**src/rtl/mulvl_pkg.sv**
```systemverilog
package mulvl_pkg;

  typedef enum logic [1:0] {
    ST_IDLE   = 2'd0,
    ST_RUN    = 2'd1,
    ST_SHADOW = 2'd2
  } mulvl_state_e;

  localparam int MAX_W = 32;

  // Number of zero bits among the low w bits of a.
  function automatic int zero_count(input logic [MAX_W-1:0] a, input int w);
    int z;
    z = 0;
    for (int i = 0; i < MAX_W; i++) begin
      if (i < w && !a[i]) z++;
    end
    return z;
  endfunction

  // Row-bypassing product: rows whose multiplicand bit is zero add nothing.
  function automatic logic [2*MAX_W-1:0] bypass_mul(input logic [MAX_W-1:0] a,
                                                    input logic [MAX_W-1:0] b,
                                                    input int w);
    logic [2*MAX_W-1:0] acc;
    acc = '0;
    for (int i = 0; i < MAX_W; i++) begin
      if (i < w && a[i]) acc = acc + ({{MAX_W{1'b0}}, b} << i);
    end
    return acc;
  endfunction

  // Cycles the array needs to settle for a given multiplicand.
  function automatic int settle_need(input int zeros, input int aged_zeros);
    return (zeros >= aged_zeros) ? 1 : 2;
  endfunction

endpackage

```
**src/rtl/mulvl_hold.sv**
```systemverilog
module mulvl_hold #(
  parameter int W           = 8,
  parameter int ZERO_THRESH = W / 2
) (
  input  logic [W-1:0] mcand,
  output logic         one_cycle
);
  import mulvl_pkg::*;

  logic [MAX_W-1:0] mcand_ext;
  int               zeros;

  always_comb begin
    mcand_ext = '0;
    mcand_ext[W-1:0] = mcand;
    zeros = zero_count(mcand_ext, W);
    one_cycle = (zeros >= ZERO_THRESH);
  end
endmodule

```
**src/rtl/mulvl_core.sv**
```systemverilog
module mulvl_core #(
  parameter int W          = 8,
  parameter int AGED_ZEROS = W / 2
) (
  input  logic           clk,
  input  logic           rst_n,
  input  logic           launch,
  input  logic           restart,
  input  logic [W-1:0]   launch_a,
  input  logic [W-1:0]   launch_b,
  output logic [W-1:0]   opa_q,
  output logic [W-1:0]   opb_q,
  output logic [1:0]     age_q,
  output logic [2*W-1:0] core_p
);
  import mulvl_pkg::*;

  localparam int P = 2 * W;

  logic [MAX_W-1:0]   a_ext, b_ext;
  logic [2*MAX_W-1:0] full_p;
  logic [P-1:0]       exact_p;
  logic               settled;

  always_ff @(posedge clk) begin
    if (!rst_n) begin
      opa_q <= '0;
      opb_q <= '0;
      age_q <= '0;
    end else if (launch) begin
      opa_q <= launch_a;
      opb_q <= launch_b;
      age_q <= '0;
    end else if (restart) begin
      age_q <= '0;
    end else if (age_q != 2'd3) begin
      age_q <= age_q + 2'd1;
    end
  end

  always_comb begin
    a_ext = '0;
    b_ext = '0;
    a_ext[W-1:0] = opa_q;
    b_ext[W-1:0] = opb_q;
    full_p  = bypass_mul(a_ext, b_ext, W);
    exact_p = full_p[P-1:0];
    // A sample at the end of the age_q cycle has seen age_q+1 cycles.
    settled = (int'(age_q) + 1) >= settle_need(zero_count(a_ext, W), AGED_ZEROS);
    core_p  = settled ? exact_p : ~exact_p;
  end
endmodule

```
**src/rtl/mulvl_razor.sv**
```systemverilog
module mulvl_razor #(
  parameter int P = 16
) (
  input  logic         clk,
  input  logic         rst_n,
  input  logic         cap_main,
  input  logic [P-1:0] core_p,
  output logic [P-1:0] main_q,
  output logic [P-1:0] shadow_d,
  output logic         match
);
  genvar gi;
  generate
    for (gi = 0; gi < P; gi++) begin : g_bit
      always_ff @(posedge clk) begin
        if (!rst_n)        main_q[gi] <= 1'b0;
        else if (cap_main) main_q[gi] <= core_p[gi];
      end
    end
  endgenerate

  // The shadow sample is the array output one cycle after the main capture.
  assign shadow_d = core_p;
  assign match    = (main_q == shadow_d);
endmodule

```
**src/rtl/mulvl_top.sv**
```systemverilog
module mulvl_top #(
  parameter int W           = 8,
  parameter int ZERO_THRESH = W / 2,
  parameter int AGED_ZEROS  = W / 2,
  parameter int CNT_W       = 16
) (
  input  logic           clk,
  input  logic           rst_n,
  input  logic           in_valid,
  output logic           in_ready,
  input  logic [W-1:0]   op_a,
  input  logic [W-1:0]   op_b,
  output logic           out_valid,
  output logic [2*W-1:0] out_prod,
  output logic           replay_err,
  output logic [CNT_W-1:0] cnt_done,
  output logic [CNT_W-1:0] cnt_long,
  output logic [CNT_W-1:0] cnt_replay
);
  import mulvl_pkg::*;

  localparam int P = 2 * W;

  mulvl_state_e state_q;
  logic         two_q;
  logic         hold_one;
  logic         in_fire;
  logic         cap_main;
  logic         commit;
  logic         replay;
  logic         match;
  logic [W-1:0] opa_q, opb_q;
  logic [1:0]   age_q;
  logic [P-1:0] core_p, main_q, shadow_d;

  mulvl_hold #(.W(W), .ZERO_THRESH(ZERO_THRESH)) u_hold (
    .mcand(op_a), .one_cycle(hold_one)
  );

  mulvl_core #(.W(W), .AGED_ZEROS(AGED_ZEROS)) u_core (
    .clk(clk), .rst_n(rst_n), .launch(in_fire), .restart(replay),
    .launch_a(op_a), .launch_b(op_b),
    .opa_q(opa_q), .opb_q(opb_q), .age_q(age_q), .core_p(core_p)
  );

  mulvl_razor #(.P(P)) u_razor (
    .clk(clk), .rst_n(rst_n), .cap_main(cap_main), .core_p(core_p),
    .main_q(main_q), .shadow_d(shadow_d), .match(match)
  );

  assign commit   = (state_q == ST_SHADOW) && match;
  assign replay   = (state_q == ST_SHADOW) && !match;
  assign in_ready = (state_q == ST_IDLE) || commit;
  assign in_fire  = in_valid && in_ready;
  assign cap_main = (state_q == ST_RUN) && (two_q ? (age_q == 2'd1) : (age_q == 2'd0));

  always_ff @(posedge clk) begin
    if (!rst_n) begin
      state_q    <= ST_IDLE;
      two_q      <= 1'b0;
      out_valid  <= 1'b0;
      out_prod   <= '0;
      replay_err <= 1'b0;
      cnt_done   <= '0;
      cnt_long   <= '0;
      cnt_replay <= '0;
    end else begin
      out_valid  <= 1'b0;
      replay_err <= 1'b0;
      if (cap_main) state_q <= ST_SHADOW;
      if (commit) begin
        out_valid <= 1'b1;
        out_prod  <= main_q;
        cnt_done  <= cnt_done + 1'b1;
        state_q   <= ST_IDLE;
      end
      if (replay) begin
        replay_err <= 1'b1;
        two_q      <= 1'b1;
        cnt_replay <= cnt_replay + 1'b1;
        state_q    <= ST_RUN;
      end
      if (in_fire) begin
        two_q   <= !hold_one;
        state_q <= ST_RUN;
        if (!hold_one) cnt_long <= cnt_long + 1'b1;
      end
    end
  end
endmodule

```
**config.mk**
```make
export PLATFORM = sky130hd
export DESIGN_NAME = mulvl_top
export DESIGN_NICKNAME = d
export VERILOG_FILES = /design/src/rtl/mulvl_pkg.sv /design/src/rtl/mulvl_hold.sv /design/src/rtl/mulvl_core.sv /design/src/rtl/mulvl_razor.sv /design/src/rtl/mulvl_top.sv
export SDC_FILE = /design/constraint.sdc
export NUM_CORES = 1
export LEC_CHECK = 0
export BUFFER_PORTS_ARGS = -buffer_cell sky130_fd_sc_hd__buf_2
export CORE_AREA = 2 2 144 181
export CTS_CLUSTER_DIAMETER = 100
export DETAILED_ROUTE_END_ITERATION = 12
export DIE_AREA = 0 0 146 183
export PLACE_DENSITY = 0.64
export SYNTH_ARGS = -nofsm -noshare
export SYNTH_HDL_FRONTEND = slang
export SYNTH_SLANG_ARGS = --single-unit
```
**constraint.sdc**
```tcl
create_clock -name clk -period 22.7 [get_ports clk]
set_clock_uncertainty 0.1 [all_clocks]
set_input_delay 3.405 -clock clk [delete_from_list [all_inputs] [get_ports clk]]
set_output_delay 3.405 -clock clk [all_outputs]
set_load 0.005 [all_outputs]
```
==> impl.org <==
** Status
- The flow ran to the end, and the final reports show no timing, DRC or antenna violations.

** GRT
- Total routing usage reported by global routing :: 0.210
- Entering global routing, the biggest net connects between 50 and 60 pins.
- The first global-routing pass estimated 46200 um of wire.
- Sum of overflow across all layers after global routing :: 0
- Vias in the first global route :: approximately 9000
- The initial antenna violation count is 1.

** Place
- In this run the tool buffered the top-level ports with 85 buffer cells.
- Final weighted congestion in routability-driven placement :: approximately 1
- Placement-stage cell area :: 10500 um^2
- Post-detailed-placement half-perimeter wirelength :: 21100 um

** STA
- Of the available clock period, the critical path in the final layout requires 0.703.
- Post-Route Setup TNS :: 0 ns
- Slew Viols, Final :: 0
- Setup repair after global routing left no endpoint under its margin.
- For the pin with the worst max-slew slack, the measured transition is 1.19 ns.
- The hold violation total from the final report was 0.
- Counting I/O delays and the setup requirement, the final critical path takes 15.96 ns.
- The worst pin sits at a relative slew slack of 0.186.
- Worst hold margin :: 0.362 ns
- Timing would allow up to around 63 MHz.
- Number of failing setup endpoints in the final timing report :: 0

** Finish
- Core Util, Final :: 0.430
- Antenna diode count :: 0
- The multi-input combinational cells in the finished layout cover a total of around 7300 um^2.
- Share of layout cells above drive strength 1 :: 0.118
- Final non-filler cell area :: 10800 um^2
- Number of fill cells :: 2617
- For this run, the post-layout net count is 1413.
- Seq. cell area :: 2060 um^2
- From synthesis to final layout, the design area changed by 9.65%.

** Floorplan
- Die outline height :: 183 um
- For this configuration, the core starts out at a cell density of 0.392.
- The die covers 26700 um^2.
- Row generation in the floorplan step produced 65 rows.
- The die is 146 um wide.
- In this run the count of I/O pins placed on the die edge is 86.
- Core ar. :: 25000 um^2

** Critical path
- For this run, the slowest stage of the critical path takes ~0.60 ns.
- Cell type of the slowest stage on the worst timing path :: or3_1
- Critical Path End Type :: output pin
- The number of buffers and inverters on the critical path is 1.
- Worst Path Required :: 19.19 ns
- STA puts the critical path data arrival time at 12.46 ns.
- Of all nets on the critical path, the largest fanout is 12.
- STA classifies the critical path startpoint as a register.
- The startpoint identified for the worst register-to-register timing path is u_core.opb_q[1]$_SDFFE_PN0P_.
- The cell that appears most often on the critical path is ha_1.
- Category of the critical setup timing path :: reg -> out
- The critical path starts at u_core.opb_q[1]$_SDFFE_PN0P_.
- Broken down by cell family, the worst path's largest delay share belongs to compound AO/OA/AOI/OAI gates.

** CTS
- In this run, post-CTS hold repair placed 0 buffers.
- The clock reaches the later pin of the worst-skew pair after 0.36 ns.
- TritonCTS clock tree :: built
- Once the clock tree was built, the resizer swapped 0 gates to a different size.
- In this run the post-CTS setup repair buffer count came out at 0.
- CTS buffer count :: 9
- After clock tree synthesis, the clock-pin slew on the worst setup and hold paths is approximately 0.07 ns.
- The clock net in this run drives a total of 103 sinks.
- The H-tree was split into 3 levels.
- In this run the clock root is driven by a clkbuf_16.
- The clock passes through at most 2 buffers.

** Synth
- Counting flops with an async set or reset pin after synthesis yields a share of 0.
- By area, the combinational part of the netlist is dominated by simple AND/OR/NAND/NOR gates.
- The share of the synthesized area in compound gates (AO/OA/AOI/OAI) came to 0.202.
- dfxtp_1 takes more of the synthesized area than any other cell.
- Largest cells by area after synthesis :: dfxtp_1, ha_1, mux2i_1
- Share of the synthesized area in the top cell type :: 0.210
- Fraction of the mapped netlist area in simple logic gates :: 0.269
- Share of synthesized area occupied by flip-flops and latches :: 0.210
- Cell area after synthesis :: 9820 um^2
- Of the total synthesized cell area, the portion taken by XOR and XNOR cells is 0.0765.
- During synthesis, Yosys emitted a total of 0 warnings.
- Cells after synthesis :: 1259
- Count of unique library cells instantiated by Yosys :: 90
- Syn nets :: 1368
- Most used flip-flop cell after synthesis :: dfxtp_1
- Portion of netlist area occupied by mux cells :: 0.0748
- In this run, synthesis produced a sequential element count of slightly above 100.
- Number of synthesized flops with an enable pin :: 0
- Of the total synthesized cell area, the portion taken by full adders, half adders and majority gates is 0.121.
- Average footprint of a synthesized cell :: 7.80 um^2

** Hold path
- In this run the most critical hold path is launched from u_core.opa_q[5]$_SDFFE_PN0P_.
- The worst hold path belongs to the class reg -> reg.

** Power
- For this design the ratio of total power to cell area is 102 nW/um^2.
- The share of total power dissipated in the clock network is 0.149.
- Internal Power :: 0.000578 W
- Largest vdd supply drop :: 0.0974 mV
- Net switching power figure :: 0.000518 W
- Part of the total power dissipated in sequential elements :: 0.204
- Overall power consumption after layout is estimated at 0.00110 W.
- Relative contribution of combinational cells to total power :: 0.646
- Net switching fraction of the power :: 0.473
- In this run the static leakage power is 4.66 nW.

** Flow run
- Max-capacitance violation count :: 0

** Routing
- For this run, design rule violations remaining after detail routing come to 0.
- DR WL/cell :: 16.9 um
- After detailed routing, the number of vias per cell comes to 5.68.
- The detailed router placed 9334 vias in this run.
- The first detailed-routing pass took 6 iterations.
- Number of DRC markers in iteration 0 :: 499
- Wires add up to 27800 um.
- Met3 Routed Length :: 1460 um
- WL met1 :: 11500 um
- After detailed routing, no signal wire sits above met4.
- The detail route stage leaves a number of antenna-violating nets equal to 0.
- Routed wire length on met2 :: 13400 um
[area by class of cell]
| class | instances | area share |
|---|---|---|
| Clock buffer | 9 | 0.0209 |
| Timing Repair Buffer | 95 | 0.0465 |
| Tap cell | 335 | 0.0389 |
| Clock inverter | 7 | 0.00744 |
| Sequential cell | 103 | 0.192 |
| Multi-Input combinational cell | 1047 | 0.678 |
| Inverter | 48 | 0.0167 |
[per-layer routing]
layer / GRT usage / vias to the layer above
li1: - / 4628
met1: 0.246 / 4402
met2: 0.362 / 232
met3: 0.0391 / 72
met4: 0.112 / 0
met5: 0 / -
[worst paths after layout]
check,end,slack (ns),depth (start not counted)
worst max-delay path,in_ready,6.74,46
worst min-delay path,u_core.opa_q[5]$_SDFFE_PN0P_,0.36,2
worst max register to register,out_prod[3]$_SDFFE_PN0P_,9.54,47
worst min register to register,u_core.opa_q[5]$_SDFFE_PN0P_,0.36,2
[power by group through the flow]
stage | Clock (W) | Combinational [W] | Sequential (W)
final | 0.000163 | 0.000709 | 0.000224
after global routing | 0.000176 | 0.000777 | 0.000227
after CTS | 0.000166 | 0.000704 | 0.000224
after detailed placement | 0 | 0.000697 | 0.000228
after global placement | 0 | 0.000690 | 0.000228
after floorplan | 0 | 0.000555 | 0.000214
[cells in the mapped netlist, types with 23 or more instances]
cell and number:
xnor2_1 66, inv_1 46, o21ai_0 39, ha_1 82, nor3_1 23, nand2b_1 46, nand3_1 35, nand2_1 159
mux2i_1 61, dfxtp_1 103, clkbuf_1 36, nor2_1 102, a21oi_1 74, a211oi_1 26
[cells in the final DEF (no fill, tap or decap), types with 17 or more instances in the layout]
master and instances:
nand2_1 159, dfxtp_1 103, nor2_1 102, buf_2 85, ha_1 82, a21oi_1 74
xnor2_1 66, mux2i_1 61, nand2b_1 46, inv_1 45, o21ai_0 39, nand3_1 35
a211oi_1 26, nor3_1 23, or3_1 20, and2_1 20, and3_1 20, nand4_1 19
nor2b_1 17
[stage by stage]
stage               instances  setup WS (ns)
global placement         1628           7.36
global route             1644           5.76
CTS                      1644           6.81
finish                   1644           6.74
detailed placement       1628           7.25
floorplan                1259           9.06
[cells by family after synthesis]
family / count (synthesis)
AOI/OAI and AO/OA: 282
xor gates and xnor gates: 81
adders and majority gates: 90
buffers and inverters: 109
DFF: 103
muxes: 72
and+or+nand+nor: 522
[worst reg2reg max path: cells and delay by family, from the launching register on]
kind,cells,cell delay (ns)
muxes,4,1.11
xor gates and xnor gates,2,0.47
DFF,1,0.54
buffers and inverters,1,0.41
adders and majority gates,8,2.53
AOI/OAI and AO/OA,19,4.08
and+or+nand+nor,13,3.80
[flip-flops by register name, indices dropped and copies added (netlist names), 8 cells and up]
signal          cells
cnt_done           16
u_core.opb_q        8
u_core.opa_q        8
u_razor.main_q     16
cnt_long           16
cnt_replay         16
out_prod           16
No activity file was read; power rests on OpenSTA's default activity.
